## src/rtl/pwr_pkg.sv

```systemverilog
package pwr_pkg;
  localparam int REG_W = 32;
  localparam int CR_OFF = 0;
  localparam int CSR_OFF = 4;

  // status register positions
  localparam int ST_WUF = 0;
  localparam int ST_SBF = 1;
  localparam int ST_DET = 2;
  localparam int ST_BKRDY = 3;
  localparam int ST_PIN_EN = 8;
  localparam int ST_BKREG_EN = 9;
  localparam int ST_SCRDY = 14;

  // control register positions; clear commands sit two above their flag
  localparam int CT_LPREG = 0;
  localparam int CT_STBY = 1;
  localparam int CT_CLR_WU = ST_WUF + 2;
  localparam int CT_CLR_SB = ST_SBF + 2;
  localparam int CT_DET_EN = 4;
  localparam int CT_LVL_LO = 5;
  localparam int CT_LVL_W = 3;
  localparam int CT_BKP_WE = 8;
  localparam int CT_FLASH_PD = 9;
  localparam int CT_SCALE1 = 14;

  typedef struct packed {
    logic                lp_reg;
    logic                stby_sel;
    logic                det_en;
    logic [CT_LVL_W-1:0] det_lvl;
    logic                bkp_we;
    logic                flash_pd;
    logic                scale1;
    logic                pin_en;
    logic                bkreg_en;
  } pwr_ctl_t;

  typedef struct packed {
    logic wuf;
    logic sbf;
    logic det;
    logic bkrdy;
    logic scrdy;
  } pwr_sts_t;
endpackage

```

## src/rtl/pwr_sync.sv

```systemverilog
module pwr_sync #(
  parameter int WIDTH  = 1,
  parameter int STAGES = 2
) (
  input  logic             clk,
  input  logic             rst_n,
  input  logic [WIDTH-1:0] d,
  output logic [WIDTH-1:0] q
);
  logic [STAGES-1:0][WIDTH-1:0] stg;

  always_ff @(posedge clk or negedge rst_n) begin
    if (!rst_n) begin
      stg <= '0;
    end else begin
      stg[0] <= d;
      for (int s = 1; s < STAGES; s++) stg[s] <= stg[s-1];
    end
  end

  assign q = stg[STAGES-1];
endmodule

```

## src/rtl/pwr_flags.sv

```systemverilog
module pwr_flags #(
  parameter int N_EVT = 4
) (
  input  logic             clk,
  input  logic             rst_n,
  input  logic             pin_lvl,
  input  logic             pin_en,
  input  logic [N_EVT-1:0] rtc_evt,
  input  logic             stby_evt,
  input  logic             clr_wu,
  input  logic             clr_sb,
  output logic             wake_set,
  output logic             wuf,
  output logic             sbf
);
  // one memory covers both a pin edge and an enable edge while the pin is high
  logic armed, armed_q;

  assign armed    = pin_en & pin_lvl;
  assign wake_set = (armed & ~armed_q) | (|rtc_evt);

  always_ff @(posedge clk or negedge rst_n) begin
    if (!rst_n) begin
      armed_q <= 1'b0;
      wuf     <= 1'b0;
      sbf     <= 1'b0;
    end else begin
      armed_q <= armed;
      if (wake_set)    wuf <= 1'b1;
      else if (clr_wu) wuf <= 1'b0;
      if (stby_evt)    sbf <= 1'b1;
      else if (clr_sb) sbf <= 1'b0;
    end
  end
endmodule

```

## src/rtl/pwr_regfile.sv

```systemverilog
module pwr_regfile
  import pwr_pkg::*;
#(
  parameter int ADDR_W = 4
) (
  input  logic              clk,
  input  logic              rst_n,
  input  logic              bus_sel,
  input  logic              bus_wr,
  input  logic [ADDR_W-1:0] bus_addr,
  input  logic [REG_W-1:0]  bus_wdata,
  input  pwr_sts_t          sts,
  output pwr_ctl_t          ctl,
  output logic              clr_wu,
  output logic              clr_sb,
  output logic [REG_W-1:0]  bus_rdata
);
  localparam logic [ADDR_W-1:0] A_CR  = ADDR_W'(CR_OFF);
  localparam logic [ADDR_W-1:0] A_CSR = ADDR_W'(CSR_OFF);

  logic wr_cr, wr_csr;
  logic [REG_W-1:0] cr_img, csr_img;
  logic unused_wdata;

  assign wr_cr  = bus_sel & bus_wr & (bus_addr == A_CR);
  assign wr_csr = bus_sel & bus_wr & (bus_addr == A_CSR);
  assign clr_wu = wr_cr & bus_wdata[CT_CLR_WU];
  assign clr_sb = wr_cr & bus_wdata[CT_CLR_SB];
  assign unused_wdata = ^bus_wdata;

  always_ff @(posedge clk or negedge rst_n) begin
    if (!rst_n) begin
      ctl <= '0;
    end else begin
      if (wr_cr) begin
        ctl.lp_reg   <= bus_wdata[CT_LPREG];
        ctl.stby_sel <= bus_wdata[CT_STBY];
        ctl.det_en   <= bus_wdata[CT_DET_EN];
        ctl.det_lvl  <= bus_wdata[CT_LVL_LO +: CT_LVL_W];
        ctl.bkp_we   <= bus_wdata[CT_BKP_WE];
        ctl.flash_pd <= bus_wdata[CT_FLASH_PD];
        ctl.scale1   <= bus_wdata[CT_SCALE1];
      end
      if (wr_csr) begin
        ctl.pin_en   <= bus_wdata[ST_PIN_EN];
        ctl.bkreg_en <= bus_wdata[ST_BKREG_EN];
      end
    end
  end

  always_comb begin
    cr_img = '0;
    cr_img[CT_LPREG]                 = ctl.lp_reg;
    cr_img[CT_STBY]                  = ctl.stby_sel;
    cr_img[CT_DET_EN]                = ctl.det_en;
    cr_img[CT_LVL_LO +: CT_LVL_W]    = ctl.det_lvl;
    cr_img[CT_BKP_WE]                = ctl.bkp_we;
    cr_img[CT_FLASH_PD]              = ctl.flash_pd;
    cr_img[CT_SCALE1]                = ctl.scale1;

    csr_img = '0;
    csr_img[ST_WUF]      = sts.wuf;
    csr_img[ST_SBF]      = sts.sbf;
    csr_img[ST_DET]      = sts.det;
    csr_img[ST_BKRDY]    = sts.bkrdy;
    csr_img[ST_PIN_EN]   = ctl.pin_en;
    csr_img[ST_BKREG_EN] = ctl.bkreg_en;
    csr_img[ST_SCRDY]    = sts.scrdy;

    if (bus_addr == A_CR)       bus_rdata = cr_img;
    else if (bus_addr == A_CSR) bus_rdata = csr_img;
    else                        bus_rdata = '0;
  end
endmodule

```

## src/rtl/pwr_ctl.sv

```systemverilog
module pwr_ctl
  import pwr_pkg::*;
#(
  parameter int ADDR_W      = 4,
  parameter int N_RTC_EVT   = 4,
  parameter int SYNC_STAGES = 2
) (
  input  logic                 clk,
  input  logic                 rst_n,
  input  logic                 bkp_rst_n,
  input  logic                 bus_sel,
  input  logic                 bus_wr,
  input  logic [ADDR_W-1:0]    bus_addr,
  input  logic [31:0]          bus_wdata,
  output logic [31:0]          bus_rdata,
  input  logic                 wkup_pin,
  input  logic [N_RTC_EVT-1:0] rtc_evt,
  input  logic                 stby_resume,
  input  logic                 det_in,
  input  logic                 bkreg_rdy_in,
  input  logic                 scale_rdy_in,
  output logic                 lp_reg_stop,
  output logic                 stby_on_deep,
  output logic                 det_en,
  output logic [2:0]           det_level,
  output logic                 bkp_wr_en,
  output logic                 flash_pd_stop,
  output logic                 reg_scale1,
  output logic                 wkup_pin_en,
  output logic                 bkreg_en
);
  localparam int N_SYS_IN = 3;

  pwr_ctl_t ctl;
  pwr_sts_t sts;
  logic clr_wu, clr_sb, wake_set, wuf, sbf;
  logic pin_s, det_s, scr_s, bkr_s;

  // system-domain inputs share one synchroniser bank
  pwr_sync #(.WIDTH(N_SYS_IN), .STAGES(SYNC_STAGES)) u_sync_sys (
    .clk   (clk),
    .rst_n (rst_n),
    .d     ({wkup_pin, det_in, scale_rdy_in}),
    .q     ({pin_s, det_s, scr_s})
  );

  // backup-domain ready survives system reset
  pwr_sync #(.WIDTH(1), .STAGES(SYNC_STAGES)) u_sync_bkp (
    .clk   (clk),
    .rst_n (bkp_rst_n),
    .d     (bkreg_rdy_in),
    .q     (bkr_s)
  );

  pwr_flags #(.N_EVT(N_RTC_EVT)) u_flags (
    .clk      (clk),
    .rst_n    (rst_n),
    .pin_lvl  (pin_s),
    .pin_en   (ctl.pin_en),
    .rtc_evt  (rtc_evt),
    .stby_evt (stby_resume),
    .clr_wu   (clr_wu),
    .clr_sb   (clr_sb),
    .wake_set (wake_set),
    .wuf      (wuf),
    .sbf      (sbf)
  );

  assign sts.wuf   = wuf;
  assign sts.sbf   = sbf;
  assign sts.det   = ctl.det_en & det_s;
  assign sts.bkrdy = bkr_s;
  assign sts.scrdy = scr_s;

  pwr_regfile #(.ADDR_W(ADDR_W)) u_regs (
    .clk       (clk),
    .rst_n     (rst_n),
    .bus_sel   (bus_sel),
    .bus_wr    (bus_wr),
    .bus_addr  (bus_addr),
    .bus_wdata (bus_wdata),
    .sts       (sts),
    .ctl       (ctl),
    .clr_wu    (clr_wu),
    .clr_sb    (clr_sb),
    .bus_rdata (bus_rdata)
  );

  assign lp_reg_stop   = ctl.lp_reg;
  assign stby_on_deep  = ctl.stby_sel;
  assign det_en        = ctl.det_en;
  assign det_level     = ctl.det_lvl;
  assign bkp_wr_en     = ctl.bkp_we;
  assign flash_pd_stop = ctl.flash_pd;
  assign reg_scale1    = ctl.scale1;
  assign wkup_pin_en   = ctl.pin_en;
  assign bkreg_en      = ctl.bkreg_en;
endmodule

```

## config.mk

```make
export PLATFORM = sky130hd
export DESIGN_NAME = pwr_ctl
export DESIGN_NICKNAME = d
export VERILOG_FILES = /design/src/rtl/pwr_pkg.sv /design/src/rtl/pwr_sync.sv /design/src/rtl/pwr_flags.sv /design/src/rtl/pwr_regfile.sv /design/src/rtl/pwr_ctl.sv
export SDC_FILE = /design/constraint.sdc
export NUM_CORES = 1
export LEC_CHECK = 0
export BUFFER_PORTS_ARGS = -buffer_cell sky130_fd_sc_hd__buf_2
export CORE_MARGIN = 5
export CORE_UTILIZATION = 35
export DETAILED_ROUTE_END_ITERATION = 8
export GPL_ROUTABILITY_DRIVEN = 0
export PLACE_DENSITY_LB_ADDON = 0.15
export SYNTH_ARGS = -nofsm -noshare
export SYNTH_HDL_FRONTEND = slang
export SYNTH_SLANG_ARGS = --single-unit
```

## constraint.sdc

```tcl
create_clock -name clk -period 1 [get_ports clk]
set_input_delay 0.1 -clock clk [delete_from_list [all_inputs] [get_ports clk]]
set_output_delay 0.1 -clock clk [all_outputs]
set_load 0.02 [all_outputs]
```

==> results of run 1 <==
-- worst max path at each step --
stage,start,to,slack [ps],cells after the start
2_1_floorplan,bus_addr[1],u_regs.ctl[2],-310,4
3_3_place_gp,bus_addr[1],u_regs.ctl[10],-340,4
3_5_place_dp,bus_addr[1],u_regs.ctl[10],-350,4
4_1_cts,u_regs.ctl[2],bus_rdata[14],-200,2
5_1_grt,bus_addr[0],bus_rdata[2],-230,6
6_report,bus_addr[0],bus_rdata[2],-210,6
-- logic make-up (layout without fill, tap and decap cells) --
logic type | after synthesis | count (layout) | share of synthesized area, %
compound gates | 8 | 8 | 6.67
buf+inv | 25 | 83 | 17.4
flops | 22 | 22 | 50.6
mux | 11 | 11 | 14.1
other cells | 1 | 21 | 0.344
simple gates | 13 | 14 | 10.9
-- layer usage --
layer / up-vias / part of all wire, % / global-route usage, %
met5: - / 0 / 0
met4: 0 / 0.66 / 5.44
met3: 2 / 9.6 / 2.55
met2: 43 / 50 / 20.0
met1: 388 / 39 / 14.9
li1: 391 / - / -
-- synth_stat cells --
cell | count | area (sq um)
a22o_2 | 5 | 50.1
a31oi_1 | 1 | 6.26
and2_1 | 1 | 6.26
and2_2 | 4 | 30.0
and3_1 | 2 | 12.5
and3_4 | 1 | 11.3
buf_12 | 1 | 20.0
buf_4 | 21 | 158
conb_1 | 1 | 3.75
dfrtp_1 | 22 | 551
inv_1 | 3 | 11.3
mux2_2 | 3 | 33.8
mux2_4 | 8 | 120
nand2_1 | 1 | 3.75
nor2_1 | 1 | 3.75
nor4_1 | 1 | 6.26
nor4_4 | 1 | 21.3
nor4b_4 | 1 | 23.8
o21bai_1 | 1 | 7.51
o221ai_1 | 1 | 8.76
-- flip-flops by register name, indices dropped and copies added (netlist names) --
register,count
u_flags.armed_q,1
u_sync_bkp.q,1
u_flags.wuf,1
u_sync_sys.q,3
u_sync_bkp.stg,1
u_sync_sys.stg,3
u_regs.ctl,11
u_flags.sbf,1
-- cell usage in the layout (no fill, tap or decap), drive strengths merged --
cell,instances
o221ai,1
nand2,1
a22o,5
a31oi,1
buf,69
nor2,1
inv,3
nor4,2
nor4b,1
and2,5
o21bai,1
mux2,11
bufinv,1
and3,4
conb,21
clkbuf,3
dfrtp,22
dlygate4sd3,7
-- through the flow --
| step | util [%] | area (sq um) | worst slack [ps] | setup TNS, ps |
|---|---|---|---|---|
| floorplan | - | 1180 | -310 | -3180 |
| global placement | 44.0 | 1330 | -340 | -5650 |
| detailed placement | 44.0 | 1330 | -350 | -5730 |
| CTS | 57.7 | 1750 | -198 | -2600 |
| global route | 59.7 | 1810 | -235 | -3620 |
| finish | 59.7 | 1810 | -209 | -2570 |
-- what timing repair did --
item                                   CTS  global route
hold buffers                             7             0
setup endpoints to repair               17            34
resized for setup                       62            11
pin swaps                                5             1
endpoints found under the hold margin   27             0
buffers inserted                        12             4
gates cloned                             1             0
-- power groups by stage --
stage	combinational [mW]	clock (mW)	sequential [mW]
after global placement	0.553	0	1.09
after CTS	0.883	0.686	1.06
final	0.934	0.659	1.07
after floorplan	0.301	0	1.19
after detailed placement	0.554	0	1.09
after global routing	0.994	0.712	1.08
-- cell type report --
type / count / area (sq um) / share of cell area [%]
clock buffers: 3 / 22.5 / 1.25
clock inverters: 1 / 30.0 / 1.66
multi-input cells: 54 / 473 / 26.2
inverters: 3 / 11.3 / 0.623
repair buffers: 76 / 666 / 36.8
well taps: 44 / 55.1 / 3.04
flip-flops and latches: 22 / 551 / 30.4
==> impl_metrics.py, run 1 <==
metrics = {
    "global_route": {
        "grtUsageTotal_pct": 12.1,
        "grt_pass1_vias": 853,
        "grt_pass1_wl_um": 3940,
        "grt_max_degree": 21,
        "overflow": 0,
        "antenna_found_initial": 0,
    },
    "detailed_routing": {
        "wirelength_um": 2560,
        "first_pass_iters": 2,
        "ant_nets": 0,
        "drt_iter0_drc": 7,
        "wire_per_inst_um": 12.6,
        "drc": 0,
        "vias": 824,
        "drt-vias-per-instance": 4.06,
    },
    "worst_setup_path": {
        "r2r_cells": 3,
        "worstPathBufferInverterCount": 4,
        "rr_startpoint": "u_regs.ctl[1]",
        "r2r_end": "u_regs.ctl[1]",
        "critPathMostFrequentCell": "buf_6",
        "slowest_delay_ps": 320,
        "crit_fanout": 7,
        "critPathLaunchType": "input pin",
        "worstPathArrival_ps": 1110,
        "slowest_stage": "nor4b_4",
        "cp_top_family": "buffers and inverters",
        "r2r_slack_ps": -30,
        "criticalPathCategory": "in2out",
        "required_ps": 900,
        "cp-end-kind": "primary output",
        "crit_chain": "buf_8 -> buf_6 -> nor4b_4 -> buf_6 -> and3_4 -> buf_6",
    },
    "clock_tree": {
        "clock_sinks": 22,
        "clock_latency_ps": 290,
        "cts_tree": "built",
        "cts.htree.levels": 1,
        "max-clock-path-buffers": 2,
        "numCtsBuffers": 3,
        "root_buffer": "clkbuf_4",
        "clkSlewWorstSetupHoldPaths_ps": 120,
    },
    "layout": {
        "n_fill_cell": 238,
        "fin_cells": 203,
        "antenna_cells": 0,
        "drive_gt1_share_pct": 64.2,
        "layout.nets": 210,
        "area_growth_pct": 66.1,
    },
    "die": {
        "start_util_pct": 36.0,
        "row_count": 20,
        "die_y_um": 65.8,
        "dieArea_sq_um": 4330,
        "ios": 93,
        "die_w_um": 65.8,
        "core_area_sq_um": 3030,
    },
    "sta": {
        "fin_crit_sh_pct": 121,
        "rsz0062_at_grt": "yes",
        "hold_viol": 0,
        "hold_ws_ps": 23.1,
        "setup_ws_ps": -209,
        "setup_viol": 31,
        "maxSlewViolCount": 0,
        "max_freq_mhz": 827,
        "period_minus_slack_ps": 1210,
        "fin_worst_skew_ps": 0.187,
    },
    "status": {
        "outcome": "finished with violations",
        "violations": "negative setup slack",
    },
    "worst_hold_path": {
        "hold_depth": 2,
        "hold_path_end": "u_regs.ctl[5]",
        "hp-start": "bus_wdata[5]",
        "hold_class": "in2reg",
    },
    "logic_synthesis": {
        "syn-mean-instance-area_sq_um": 13.6,
        "synth_cell_types": 20,
        "yosysWarnings": 0,
        "ys_ff_latch": 22,
        "netlist_area_sq_um": 1090,
        "synth-seq-area-share_pct": 50.6,
        "postSynthCellCount": 80,
    },
    "placed_design": {
        "dp_hpwl_um": 1730,
        "io_buffers": 50,
        "placed_cells": 176,
    },
    "power": {
        "internal_power_mw": 1.94,
        "p_leak_nw": 0.932,
        "finalPower_mw": 2.66,
        "combPwrFrac_pct": 35.1,
        "pwr-share-clk_pct": 24.7,
        "ir_worst_vdd_mv": 1.00,
        "power_density_nw_per_um2": 1470,
        "p_sw_share_pct": 27.1,
        "power_frac_seq_pct": 40.2,
        "switchingPower_uw": 722,
    },
    "flow_run": {
        "cap_violations": 0,
    },
}
No activity file was read; power rests on OpenSTA's default activity.
==> run 2, diff against run 1 <==
==> constraint.sdc (replaced) <==
create_clock -name clk -period 1.3 [get_ports clk]
set_input_delay 0.13 -clock clk [delete_from_list [all_inputs] [get_ports clk]]
set_output_delay 0.13 -clock clk [all_outputs]
set_load 0.02 [all_outputs]
==> run 2 against run 1 <==
Effect of this change: the run now ends clean; sequential cell count is the same; first-iteration DRC count increased by 100%; sequential share of layout area up 8.4 points; clock skew rose by 0.79 ps; largest power group unchanged.
==> impl_metrics.py, run 2 (synthesized netlist as in run 1, its figures left out) <==
metrics = {
    "die": {
        "die_y_um": 65.8,
        "start_util_pct": 36.0,
        "die_w_um": 65.8,
        "ios": 93,
        "core_area_sq_um": 3030,
        "row_count": 20,
        "dieArea_sq_um": 4330,
    },
    "sta": {
        "period_minus_slack_ps": 1250,
        "hold_viol": 0,
        "fin_tns_setup_ps": 0,
        "setup_viol": 0,
        "maxSlewViolCount": 0,
        "fin_crit_sh_pct": 95.8,
        "hold_ws_ps": 60.1,
        "fin_worst_skew_ps": 0.981,
        "rsz0062_at_grt": "no",
        "max_freq_mhz": 803,
    },
    "status": {
        "outcome": "finished, final reports clean",
    },
    "worst_hold_path": {
        "hold_path_end": "u_regs.ctl[7]",
        "hold_class": "in2reg",
        "hold_depth": 2,
        "hp-start": "bus_wdata[7]",
    },
    "global_route": {
        "overflow": 0,
        "grt_pass1_vias": 765,
        "antenna_found_initial": 0,
        "grt_pass1_wl_um": 3370,
        "grt_max_degree": 21,
        "grtUsageTotal_pct": 10.1,
    },
    "layout": {
        "fin_util_pct": 46.8,
        "layout_common_cells": "buf_2 (50), dfrtp_1 (22), conb_1 (21)",
        "regMostFlops": "u_regs.ctl",
        "drive_gt1_share_pct": 56.0,
        "fin_cells": 185,
        "antenna_cells": 0,
        "n_fill_cell": 278,
        "final_common_cell": "buf_2",
        "finalInstanceArea_sq_um": 1420,
        "layout.nets": 192,
        "largest_register_ffs": 11,
        "area_growth_pct": 30.1,
    },
    "worst_setup_path": {
        "r2r_end": "u_flags.wuf",
        "rr_startpoint": "u_regs.ctl[1]",
        "criticalPathCategory": "reg2out",
        "crit_fanout": 3,
        "cp-end-kind": "primary output",
        "worstPathArrival_ps": 1120,
        "r2r_cells": 3,
        "critPathLaunchType": "flip-flop",
        "required_ps": 1170,
        "r2r_slack_ps": 420,
    },
    "clock_tree": {
        "clock_sinks": 22,
        "clock_latency_ps": 290,
        "cts_tree": "built",
        "cts.htree.levels": 1,
        "clkSlewWorstSetupHoldPaths_ps": 120,
        "root_buffer": "clkbuf_4",
        "numCtsBuffers": 3,
        "max-clock-path-buffers": 2,
        "postCtsSetupBuffers": 0,
    },
    "placed_design": {
        "postPlaceCellArea_sq_um": 1310,
        "placed_cells": 174,
        "io_buffers": 50,
        "dp_hpwl_um": 1720,
    },
    "detailed_routing": {
        "vias": 744,
        "first_pass_iters": 2,
        "ant_nets": 0,
        "drc": 0,
        "drt-vias-per-instance": 4.02,
        "wire_per_inst_um": 11.9,
        "drt_iter0_drc": 14,
        "wirelength_um": 2210,
    },
    "power": {
        "p_leak_nw": 0.785,
        "power_density_nw_per_um2": 1140,
        "ir_worst_vdd_mv": 0.615,
    },
    "flow_run": {
        "cap_violations": 0,
    },
}
run 2: changes by cell type in the layout (fill, tap and decap cells not counted), moves of 4 or more:
cell    before  now
buf_2       26   50
buf_4        7    1
and2_4       5    0
buf_6       34    1
and2_2       0    4
run 2: worst max-delay path, stage by stage (launching register included):
cell     delay [ps]
dfrtp_1         420
a22o_2          240
buf_2           160
run 2: per-stage QoR:
stage	setup slack (ps)	total power [mW]
floorplan	-39.8	1.14
global placement	-153	1.24
detailed placement	-160	1.25
CTS	21.4	1.64
global route	7.84	1.70
finish	54.9	1.61
run 2: area by class of cell:
class | instances | area, sq um | area share, %
inverter | 3 | 11.3 | 0.795
tap | 44 | 55.1 | 3.89
multi-input combinational | 53 | 424 | 29.9
sequential | 22 | 551 | 38.9
timing repair buffer | 59 | 339 | 23.9
clock buffer | 4 | 36.3 | 2.56
run 2: report_power, final:
group / switching, mW / internal [mW] / leakage, nW
logic: 0.244 / 0.186 / 0.500
clock network: 0.190 / 0.170 / 0.0210
registers: 0.0575 / 0.767 / 0.265
run 2: how the worst max path moves through the flow:
stage                        startpoint              to  slack (ps)
after floorplan             bus_addr[1]   u_regs.ctl[2]         -40
after global placement      bus_addr[1]  u_regs.ctl[10]        -150
after detailed placement    bus_addr[1]  u_regs.ctl[10]        -160
after CTS                   bus_addr[1]    bus_rdata[9]          20
after global routing        bus_addr[1]    bus_rdata[9]           8
final                     u_regs.ctl[3]    bus_rdata[9]          50
run 2: timing repair:
action                                  in CTS  in global routing
hold endpoints to repair                    27                  0
gates resized for setup                      0                  1
hold buffers                                 7                  0
endpoints found under the setup margin       0                  9
run 2: per-layer routing:
layer | wire length [um] | part of all wire [%] | global-route usage [%]
met1 | 959 | 43 | 12.9
met2 | 978 | 44 | 16.4
met3 | 255 | 12 | 2.89
met4 | 12 | 0.54 | 3.37
met5 | 0 | 0 | 0
